### src/rtl/drs_pkg.sv
package drs_pkg;
    typedef enum logic [2:0] {
        ST_POWERUP,
        ST_IDLE,
        ST_CAS_LEAD,
        ST_RAS_LOW,
        ST_PRECHARGE
    } drs_state_e;
endpackage

### src/rtl/drs_interval_timer.sv
module drs_interval_timer #(
    parameter int unsigned PERIOD = 3120
) (
    input  logic clk,
    input  logic rst_n,
    input  logic en,
    output logic tick
);
    localparam int unsigned TW = $clog2(PERIOD + 1);
    logic [TW-1:0] cnt;

    assign tick = en && (cnt == TW'(PERIOD - 1));

    always_ff @(posedge clk) begin
        if (!rst_n || !en) begin
            cnt <= '0;
        end else if (tick) begin
            cnt <= '0;
        end else begin
            cnt <= cnt + 1'b1;
        end
    end
endmodule

### src/rtl/drs_row_counter.sv
module drs_row_counter #(
    parameter int unsigned W = 11
) (
    input  logic         clk,
    input  logic         rst_n,
    input  logic         step,
    output logic [W-1:0] row
);
    always_ff @(posedge clk) begin
        if (!rst_n) begin
            row <= '0;
        end else if (step) begin
            row <= row + 1'b1;
        end
    end
endmodule

### src/rtl/drs_pend_tracker.sv
module drs_pend_tracker #(
    parameter int unsigned LIMIT = 4,
    parameter int unsigned PW    = 3
) (
    input  logic          clk,
    input  logic          rst_n,
    input  logic          tick,
    input  logic          done,
    output logic [PW-1:0] count,
    output logic          overflow
);
    always_ff @(posedge clk) begin
        if (!rst_n) begin
            count    <= '0;
            overflow <= 1'b0;
        end else begin
            unique case ({tick, done})
                2'b10: begin
                    if (count == PW'(LIMIT)) begin
                        overflow <= 1'b1;
                    end else begin
                        count <= count + 1'b1;
                    end
                end
                2'b01: begin
                    if (count != '0) begin
                        count <= count - 1'b1;
                    end
                end
                default: ;
            endcase
        end
    end
endmodule

### src/rtl/dram_refresh_seq.sv
module dram_refresh_seq
    import drs_pkg::*;
#(
    parameter int unsigned STARTUP_CYC  = 40000,
    parameter int unsigned INIT_CNT     = 8,
    parameter int unsigned REF_INTERVAL = 3120,
    parameter int unsigned T_RAS        = 12,
    parameter int unsigned T_RP         = 8,
    parameter int unsigned T_CSR        = 2,
    parameter int unsigned MISS_LIMIT   = 4,
    parameter int unsigned ROW_W        = 11
) (
    input  logic                               clk,
    input  logic                               rst_n,
    input  logic                               ras_only_mode,
    input  logic                               ref_gnt,
    output logic                               ras_n,
    output logic                               cas_n,
    output logic                               we_n,
    output logic [ROW_W-1:0]                   row_addr,
    output logic                               row_oe,
    output logic                               ref_req,
    output logic                               ready,
    output logic [$clog2(MISS_LIMIT+1)-1:0]    pend_count,
    output logic                               overflow
);
    localparam int unsigned PW     = $clog2(MISS_LIMIT + 1);
    localparam int unsigned MAX_AB = (T_RAS > T_RP) ? T_RAS : T_RP;
    localparam int unsigned MAX_C  = (MAX_AB > T_CSR) ? MAX_AB : T_CSR;
    localparam int unsigned DWELL  = (STARTUP_CYC > MAX_C) ? STARTUP_CYC : MAX_C;
    localparam int unsigned CW     = $clog2(DWELL + 1);
    localparam int unsigned IW     = $clog2(INIT_CNT + 1);

    drs_state_e     state;
    logic [CW-1:0]  dwell;
    logic [IW-1:0]  init_done;
    logic           cyc_row_only;
    logic           start_cycle;
    logic           tick;
    logic           row_step;
    logic           ref_done;

    assign start_cycle = !ready || ((pend_count != '0) && ref_gnt);
    assign row_step    = (state == ST_RAS_LOW) && (dwell == '0) && cyc_row_only;
    assign ref_done    = (state == ST_PRECHARGE) && (dwell == '0) && ready;

    drs_interval_timer #(.PERIOD(REF_INTERVAL)) u_timer (
        .clk   (clk),
        .rst_n (rst_n),
        .en    (ready),
        .tick  (tick)
    );

    drs_row_counter #(.W(ROW_W)) u_rows (
        .clk   (clk),
        .rst_n (rst_n),
        .step  (row_step),
        .row   (row_addr)
    );

    drs_pend_tracker #(.LIMIT(MISS_LIMIT), .PW(PW)) u_pend (
        .clk      (clk),
        .rst_n    (rst_n),
        .tick     (tick),
        .done     (ref_done),
        .count    (pend_count),
        .overflow (overflow)
    );

    // State register and transitions
    always_ff @(posedge clk) begin
        if (!rst_n) begin
            state        <= ST_POWERUP;
            dwell        <= CW'(STARTUP_CYC - 1);
            init_done    <= '0;
            cyc_row_only <= 1'b0;
            ready        <= 1'b0;
        end else begin
            unique case (state)
                ST_POWERUP: begin
                    if (dwell == '0) begin
                        state <= ST_IDLE;
                    end else begin
                        dwell <= dwell - 1'b1;
                    end
                end
                ST_IDLE: begin
                    if (start_cycle) begin
                        cyc_row_only <= ras_only_mode;
                        if (ras_only_mode) begin
                            state <= ST_RAS_LOW;
                            dwell <= CW'(T_RAS - 1);
                        end else begin
                            state <= ST_CAS_LEAD;
                            dwell <= CW'(T_CSR - 1);
                        end
                    end
                end
                ST_CAS_LEAD: begin
                    if (dwell == '0) begin
                        state <= ST_RAS_LOW;
                        dwell <= CW'(T_RAS - 1);
                    end else begin
                        dwell <= dwell - 1'b1;
                    end
                end
                ST_RAS_LOW: begin
                    if (dwell == '0) begin
                        state <= ST_PRECHARGE;
                        dwell <= CW'(T_RP - 1);
                    end else begin
                        dwell <= dwell - 1'b1;
                    end
                end
                ST_PRECHARGE: begin
                    if (dwell == '0) begin
                        state <= ST_IDLE;
                        if (!ready) begin
                            init_done <= init_done + 1'b1;
                            if (init_done == IW'(INIT_CNT - 1)) begin
                                ready <= 1'b1;
                            end
                        end
                    end else begin
                        dwell <= dwell - 1'b1;
                    end
                end
                default: state <= ST_POWERUP;
            endcase
        end
    end

    // Strobe and handshake outputs
    always_comb begin
        ras_n   = 1'b1;
        cas_n   = 1'b1;
        we_n    = 1'b1;
        row_oe  = 1'b0;
        ref_req = 1'b0;
        unique case (state)
            ST_POWERUP: ;
            ST_IDLE: begin
                ref_req = ready && (pend_count != '0);
            end
            ST_CAS_LEAD: begin
                cas_n   = 1'b0;
                ref_req = ready;
            end
            ST_RAS_LOW: begin
                ras_n   = 1'b0;
                cas_n   = cyc_row_only;
                row_oe  = cyc_row_only;
                ref_req = ready;
            end
            ST_PRECHARGE: begin
                ref_req = ready;
            end
            default: ;
        endcase
    end
endmodule

### config.mk
export PLATFORM = sky130hd
export DESIGN_NAME = dram_refresh_seq
export DESIGN_NICKNAME = d
export VERILOG_FILES = /design/src/rtl/drs_pkg.sv /design/src/rtl/drs_interval_timer.sv /design/src/rtl/drs_row_counter.sv /design/src/rtl/drs_pend_tracker.sv /design/src/rtl/dram_refresh_seq.sv
export SDC_FILE = /design/constraint.sdc
export NUM_CORES = 1
export LEC_CHECK = 0
export ABC_CLOCK_PERIOD_IN_PS = 3530
export BUFFER_PORTS_ARGS = -buffer_cell sky130_fd_sc_hd__buf_4
export CAP_MARGIN = 20
export CORE_MARGIN = 8
export CORE_UTILIZATION = 45
export DETAILED_ROUTE_END_ITERATION = 12
export SYNTH_ARGS = -nofsm -noshare
export SYNTH_HDL_FRONTEND = slang
export SYNTH_HIERARCHICAL = 1
export SYNTH_SLANG_ARGS = --single-unit
export TNS_END_PERCENT = 10
### constraint.sdc
create_clock -name clk -period 3.53 [get_ports clk]
set_input_delay 0.706 -clock clk [delete_from_list [all_inputs] [get_ports clk]]
set_output_delay 0.706 -clock clk [all_outputs]
set_load 0.02 [all_outputs]
==> results of run 1 <==
-- final cells by class --
type                            count  area, um^2  area share, %
Clock buffer                        5       68.82          2.128
Tap cell                           77       96.34          2.979
Multi-Input combinational cell    252        1679          51.91
Sequential cell                    52        1041          32.19
Clock inverter                      3       90.09          2.785
Timing Repair Buffer               28       210.2          6.499
Inverter                           13       48.80          1.509
-- worst register-to-register path: stages, from the launching register on --
cell      delay [ps]
dfxtp_1          350
nor4_1           610
nand2_1          220
nor3_1           210
and4_1           370
nand2_1          100
xnor2_1          130
ha_1             210
a211o_1          290
nand2_1           60
a211oi_1          50
a21boi_1         140
-- layer usage --
metal / wire length, um / vias up / share of wire [%] / track usage, %
li1: - / 1276 / - / -
met2: 2752 / 39 / 44 / 23.04
met4: 71 / 0 / 1.1 / 4.866
met5: 0 / - / 0 / 0
met1: 3169 / 1157 / 51 / 19.40
met3: 260 / 6 / 4.2 / 2.886
-- worst max path at each step --
stage	end	startpoint	slack (ps)
CTS	u_pend/count[2]	dwell[0]	670
global placement	u_pend/count[2]	dwell[4]	730
detailed placement	u_pend/count[2]	dwell[4]	680
global route	u_pend/count[2]	dwell[4]	340
floorplan	u_pend/count[2]	dwell[4]	1010
finish	u_pend/count[2]	dwell[4]	660
-- cells in the mapped netlist, drive strengths merged (2+ instances only) --
library cell | count | area (um^2)
a211oi | 5 | 37.54
a21boi | 5 | 37.53
a21oi | 24 | 127.6
a31oi | 5 | 31.28
and2 | 4 | 25.02
buf | 10 | 95.08
clkbuf | 6 | 22.52
dfxtp | 52 | 1041
ha | 5 | 62.56
inv | 12 | 45.04
mux2 | 2 | 22.52
mux2i | 4 | 40.04
nand2 | 25 | 93.84
nand2b | 5 | 31.28
nand3 | 19 | 95.09
nand3b | 3 | 35.03
nand4 | 8 | 80.08
nor2 | 18 | 67.56
nor2b | 5 | 31.28
nor3 | 7 | 35.03
nor4 | 7 | 43.79
o21a | 2 | 15.01
o21ai | 18 | 90.08
o221ai | 3 | 32.53
o22ai | 3 | 25.02
o311ai | 5 | 61.32
o31ai | 11 | 82.58
or2 | 2 | 12.51
or2b | 2 | 15.01
or3 | 12 | 80.08
or4 | 14 | 110.1
xnor2 | 9 | 78.83
xor2 | 5 | 43.79
-- registers in the layout, summed over array words and instances (netlist names) --
register and count:
u_rows/row 11, state 3, u_pend/count 3, dwell 16, cyc_row_only 1, ready 1
u_pend/overflow 1, u_timer/cnt 12, init_done 4
-- report_power, final --
group	leakage, nW	internal, mW	switching (mW)
clock	0.0784	0.354	0.199
sequential	0.420	0.589	0.00317
combinational	0.695	0.0112	0.0159
-- logic make-up after synthesis --
| family | synth area share (%) |
|---|---|
| compound gates | 21.50 |
| xor+xnor | 4.248 |
| fa+ha+maj | 2.167 |
| buf+inv | 5.764 |
| flops | 36.06 |
| mux | 2.167 |
| other cells | 0.1299 |
| simple gates | 27.96 |
-- stage by stage --
stage	util, %	hold slack, ps	area (um^2)	total power, mW
floorplan	-	429.9	2887	0.6239
global placement	48.99	445.5	3075	0.6329
detailed placement	48.99	455.7	3075	0.6329
CTS	51.52	473.2	3234	1.189
global route	51.52	502.6	3234	1.213
finish	51.52	471.4	3234	1.172
==> results.txt, run 1 <==
The run gives 6254 um as the total length of routed wires. On the critical path the largest part of the delay comes from simple AND/OR/NAND/NOR gates. The cell area that synthesis handed to floorplanning was 0.002887 mm^2.

The worst-margin pin slew is 696.4 ps, and the initial antenna violation count is 0. The final global-route overflow total is 0. The floorplan step set the die width to 96.09 um. The synthesized instance count was 333; the average wire per standard cell was 14.54 um. The number of hold buffers added after CTS was 0. Area growth from synthesis to layout: 12.05%. The worst register-to-register path ends at u_pend/count[2].

Setup violations remaining at the end of the flow were counted as 0. Routability-driven placement finished with a final weighted congestion of 0.8390. Setup repair after global routing left no endpoint under its margin. Leaving out fill and tap cells, the most frequent cells in the layout are dfxtp_1 (52), buf_4 (28), nand2_1 (25), a21oi_1 (22), nand3_1 (19). After synthesis, the share of flip-flops with an asynchronous set or reset is 0%.

The pin count of the biggest net entering global routing is 31. The leakage power figure is 1.193 nW. The tightest min-delay check is of the flip-flop to flip-flop type. After floorplanning, the core was divided into 29 placement rows.

The logs give 5 for the number of buffers created by CTS and 361 for the final layout net count. For the post-detailed-placement half-perimeter wirelength, the log shows 4348 um. Depth of the worst hold-timing path: 1. The clock period could shrink to 2866 ps.

The antenna violation net count after detailed routing was 0; the setup fix buffers added after clock tree synthesis was 0. After clock tree synthesis, the clock-pin slew on the worst setup and hold paths is 90 ps. The startpoint identified for the worst hold timing path is u_timer/cnt[0]. Based on the critical path, the design can be clocked at up to 348.9 MHz. For this run, the number of Yosys warnings is 6. For the number of sinks handled by clock tree synthesis, the log shows 52. Required arrival time at the worst endpoint: 3720 ps. The total stage count of the critical path came out at 11. The signal on the critical path passes through nor4_1 > nand2_1 > nor3_1 > and4_1 > nand2_1 > xnor2_1 > ha_1 > a211o_1 > nand2_1 > a211oi_1 > a21boi_1. Dividing the detail-routed via count by the number of cells gives 5.763. The primary flip-flop cell chosen by synthesis mapping is dfxtp_1. During placement, the flow inserted port buffers numbering 23. For the full die area, the log shows 0.009233 mm^2.

The setup TNS came out at 0 ps. Counting cells, the worst reg-to-reg path comes to 11. Count of H-tree levels built during CTS: 2.

TritonCTS built the clock tree. The number of remaining DRC errors came out at 0. The tools report the kind of start point of the critical path as a flip-flop. After synthesis, flip-flops and latches occupy 36.06% of the total area. Headroom to the max-slew limit came out at 53.15%. VDD sags by at most 0.0002310 V. The number of global-route vias before repair is 2,363.

The total of flip-flops plus latches after synthesis works out to 52. Worst-path cell with the longest stage delay: nor4_1. In this run the worst path has a maximum fanout of 7. The run gives 0 as the final-report max-slew violation count.

The worst hold path terminates at u_timer/cnt[0]. The worst path meets setup with 663.7 ps of slack. The core region is 0.006277 mm^2.

Final hold violation count: 0. The tools report the buffer cell driving the clock tree root as clkbuf_8. In the final layout, the share of cells above drive strength 1 is 16.71%. By instance count, the cell type seen most on the critical path is nand2_1. Counting every net in the synthesized netlist gives 342. STA classifies the critical path endpoint as a flip-flop.

The delay of the slowest critical-path stage was 610 ps; the effective utilization at floorplan was 45.98%. Data arrives at the worst endpoint at 3060 ps. The finished layout holds 430 standard cells, fillers aside. The final worst-path cycle share came out at 81.20%.

After the first detailed-routing iteration, the DRC count stood at 281. The tools report the first-pass GRT wire length as 10,980 um. The filler cells instantiated in the layout total 594. The logs give 310 ps for the clock latency at the later pin of the worst-skew pair and 4 for the number of search-and-repair iterations in the first detailed-routing pass. Prior to clock tree synthesis, the placed netlist has a worst setup slack of 682.3 ps. Once the clock tree was built, the resizer swapped 0 gates to a different size. The clock passes through at most 2 buffers. Measured along the y axis, the die boundary spans 96.09 um.

The number of max-cap violations came out at 0. The critical path in this run is classified as flip-flop to flip-flop. Global routing used 14.61% of the available tracks. The tools report the number of inserted diodes as 0. The run finished with clean final reports. Number of vias in the routed layout: 2,478. The tools report the reg-to-reg startpoint as dwell[4].

The number of cells in the design after placement is 422, and the average cell area after synthesis is 8.668 um^2. The number of different library cells used by synthesis comes to 63. Most common library cell in the layout ignoring fill and taps: dfxtp_1. The critical path buffer and inverter count was 0. The power per standard cell area came out at 362.4 mW/mm^2.

Slack of the worst reg-to-reg path: 660 ps. In this run, synthesis inferred 0 flip-flops with an integrated enable. The logs give 7.420 ps for the final clock skew and 25 for the top-level port count.
Power figures use the tool's default switching activity.
==> run 2, diff against run 1 <==
--- a/config.mk
+++ b/config.mk
@@ -5,12 +5,13 @@
 export SDC_FILE = /design/constraint.sdc
 export NUM_CORES = 1
 export LEC_CHECK = 0
-export ABC_CLOCK_PERIOD_IN_PS = 3530
+export ABC_CLOCK_PERIOD_IN_PS = 2600
 export BUFFER_PORTS_ARGS = -buffer_cell sky130_fd_sc_hd__buf_4
 export CAP_MARGIN = 20
 export CORE_MARGIN = 8
 export CORE_UTILIZATION = 45
 export DETAILED_ROUTE_END_ITERATION = 12
+export PLACE_DENSITY = 0.65
 export SYNTH_ARGS = -nofsm -noshare
 export SYNTH_HDL_FRONTEND = slang
 export SYNTH_HIERARCHICAL = 1
==> constraint.sdc (replaced) <==
create_clock -name clk -period 2.6 [get_ports clk]
set_input_delay 0.52 -clock clk [delete_from_list [all_inputs] [get_ports clk]]
set_output_delay 0.52 -clock clk [all_outputs]
set_load 0.02 [all_outputs]
==> results.txt, run 2 (synthesis gave the netlist of run 1 again) <==
The flip-flop count of the largest register, all copies and words added was 16 (unchanged). The worst-margin pin slew is 608.8 ps (was 696.4 ps). The number of fillers in the final layout came out at 609 (was 594). For the maximum clock path buffer count, the log shows 2 (unchanged). Final-report max-slew violation count: 0 (unchanged). The tools report the setup violation total in the final timing report as 0 (unchanged).

The largest fanout of any net on the critical path works out to 21 (was 7). Kind of path behind the tightest hold check: flip-flop to flip-flop (unchanged). The run gives 0.006277 mm^2 (unchanged) as the floorplan core area. For the DRC violation total after the first TritonRoute iteration, the log shows 141 (was 281). The count of hold buffers inserted by post-cts repair is 0 (unchanged), and the routability congestion estimate is 0.8381 (was 0.8390). The run gives 444 (was 430) as the final instance count without filler cells.

Leakage power figure: 1.244 nW (was 1.193 nW). The required arrival time at the worst endpoint came out at 2850 ps (was 3720 ps). For the pin count of the biggest net entering global routing, the log shows 31 (unchanged). The final clock skew is 4.942 ps (was 7.420 ps), and the overall power after layout is 1.408 mW (was 1.172 mW). The logs give 29 (unchanged) for the site row count and 0 (unchanged) for the initial antenna violation count. Setup repair after global routing could not meet its margin everywhere. The area growth from synthesis to layout is 15.39% (was 12.05%), and the antenna violation net count after detailed routing is 0 (unchanged). The share of cells above drive strength 1 came out at 21.80% (was 16.71%). The clock share of power came out at 40.2% (was 47.2%). For the final hold violation count, the log shows 0 (unchanged). The power per standard cell area was 422.7 mW/mm^2 (was 362.4 mW/mm^2). Most frequent cells in the layout: dfxtp_1 (52), buf_4 (41), nand2_1 (24), a21oi_1 (22), nand3_1 (19) (was dfxtp_1 (52), buf_4 (28), nand2_1 (25), a21oi_1 (22), nand3_1 (19)).

The final global-route overflow total is 0 (unchanged). The cell-internal power was 1.101 mW (was 954.5 uW). For the register area, the log shows 0.001041 mm^2 (unchanged). The final layout net count is 375 (was 361), and the vertical die dimension is 96.09 um (unchanged). Largest registers: dwell (16), u_timer/cnt (12), u_rows/row (11) (unchanged). The tools report the effective utilization at floorplan as 45.98% (unchanged). For the number of search-and-repair iterations in the first detailed-routing pass, the log shows 4 (unchanged).

The kind of end point of the critical path was a flip-flop (unchanged). The average wire per standard cell is 14.96 um (was 14.54 um), and the net load switching power is 306.9 uW (was 217.6 uW). For the part of the total power dissipated in sequential elements, the log shows 57.1% (was 50.5%).

For the number of remaining DRC errors, the log shows 0 (unchanged). The clock slew seen by the registers of the worst setup and hold paths works out to 100 ps (was 90 ps). The critical path data arrival time is 2700 ps (was 3060 ps). The run finished with clean final reports. The number of buffers created by CTS was 5 (unchanged). Number of vias in the routed layout: 2,590 (was 2,478). The tools report the worst slew margin relative to its limit as 59.07% (was 53.15%). The tools report the count of H-tree levels built during CTS as 2 (unchanged). TritonCTS built the clock tree. The most common library cell in the layout ignoring fill and taps was dfxtp_1 (unchanged). The detail-routed via count per cell was 5.833 (was 5.763); the number of sinks handled by clock tree synthesis was 52 (unchanged). The width of the die was 96.09 um (unchanged); the smallest hold slack was 478.7 ps (was 471.4 ps). The largest voltage drop on the vdd net came out at 0.0003559 V (was 0.0002310 V). The number of global-route vias before repair was 2,519 (was 2,363).

The first-pass GRT wire length is 11,420 um (was 10,980 um), and the full die area is 0.009233 mm^2 (unchanged). The post-detailed-placement half-perimeter wirelength is 4663 um (was 4348 um). The total length of routed wires is 6643 um (was 6254 um), and the number of max-cap violations is 0 (unchanged).

The final worst-path cycle share is 94.23% (was 81.20%). Register with the most flip-flops: dwell (unchanged). The overall fraction of global-route tracks in use was 14.94% (was 14.61%). Category of the most critical setup path: flip-flop to flip-flop (unchanged). For the clock latency at the later pin of the worst-skew pair, the log shows 300 ps (was 310 ps). The combined area of the multi-input logic cells came out at 0.001705 mm^2 (was 0.001679 mm^2). Buffer cell driving the clock tree root: clkbuf_8 (unchanged).

The number of buffer cells added on primary ports was 23 (unchanged); the combinational fraction of design power was 2.6% (was 2.3%). The top-level port count is 25 (unchanged), and the number of inserted diodes is 0 (unchanged). The number of cells in the design after placement was 436 (was 422); the shortest period the worst path allows was 2450 ps (was 2866 ps). Maximum operating frequency: 408.2 MHz (was 348.9 MHz).

The kind of start point of the critical path was a flip-flop (unchanged). The switching share of power is 21.80% (was 18.56%).
run 2: cell types whose count changed in the layout (fill, tap and decap cells not counted), moves of 2 or more:
| cell | change |
|---|---|
| buf_4 | +13 |
| bufinv_16 | -2 |
| ha_1 | -2 |
| ha_2 | +2 |
| nor4_1 | -2 |
| nor4_2 | +2 |
run 2: routing by layer:
layer / global-route usage (%) / part of all wire (%)
met2: 25.54 / 49
met5: 0 / 0
met1: 18.73 / 45
met3: 2.886 / 4.6
met4: 3.713 / 0.57
run 2: final cells by class:
class / instances / area share [%]
well taps: 77 / 2.893
clock inverters: 3 / 1.277
inverters: 13 / 1.465
multi-input cells: 252 / 51.20
flip-flops and latches: 52 / 31.25
clock buffers: 5 / 2.066
repair buffers: 42 / 9.842
run 2: path summary, 6_finish.rpt:
path / to / slack (ps) / startpoint / cells after the start
worst max register to register: dwell[11] / 150 / dwell[0] / 8
worst min-delay path: u_timer/cnt[11] / 480 / u_timer/cnt[11] / 2
worst max-delay path: dwell[11] / 150 / dwell[0] / 8
worst min register to register: u_timer/cnt[11] / 480 / u_timer/cnt[11] / 2
run 2: critical path: stages, from the launching register on:
cell and delay, ps:
dfxtp_1 340, inv_1 80, ha_2 220, or3b_2 500, or4_4 580, a21oi_2 200, buf_12 170, o2bb2a_1 220
nand3_1 80
run 2: power groups by stage:
stage               Combinational [mW]  Sequential, mW  Clock (mW)
CTS                             0.0368           0.805       0.582
global placement                0.0362           0.823           0
global route                    0.0409           0.805       0.614
floorplan                       0.0253           0.822           0
finish                          0.0371           0.805       0.566
detailed placement              0.0369           0.823           0
run 2: per-stage QoR:
stage / worst slack [ps] / util, % / TNS [ps] / instance area, um^2
after floorplan: 75.21 / - / 0 / 2887
after detailed placement: 93.82 / 50.87 / 0 / 3193
after global routing: -14.65 / 53.06 / -14.65 / 3331
final: 150.1 / 53.06 / 0 / 3331
after global placement: 101.5 / 50.87 / 0 / 3193
after CTS: 71.55 / 52.64 / 0 / 3304
run 2: repair_timing:
item / in CTS / in global routing
buffers inserted: 0 / 0
hold endpoints to repair: 0 / 0
resized for setup: 0 / 7
setup endpoints to repair: 0 / 11
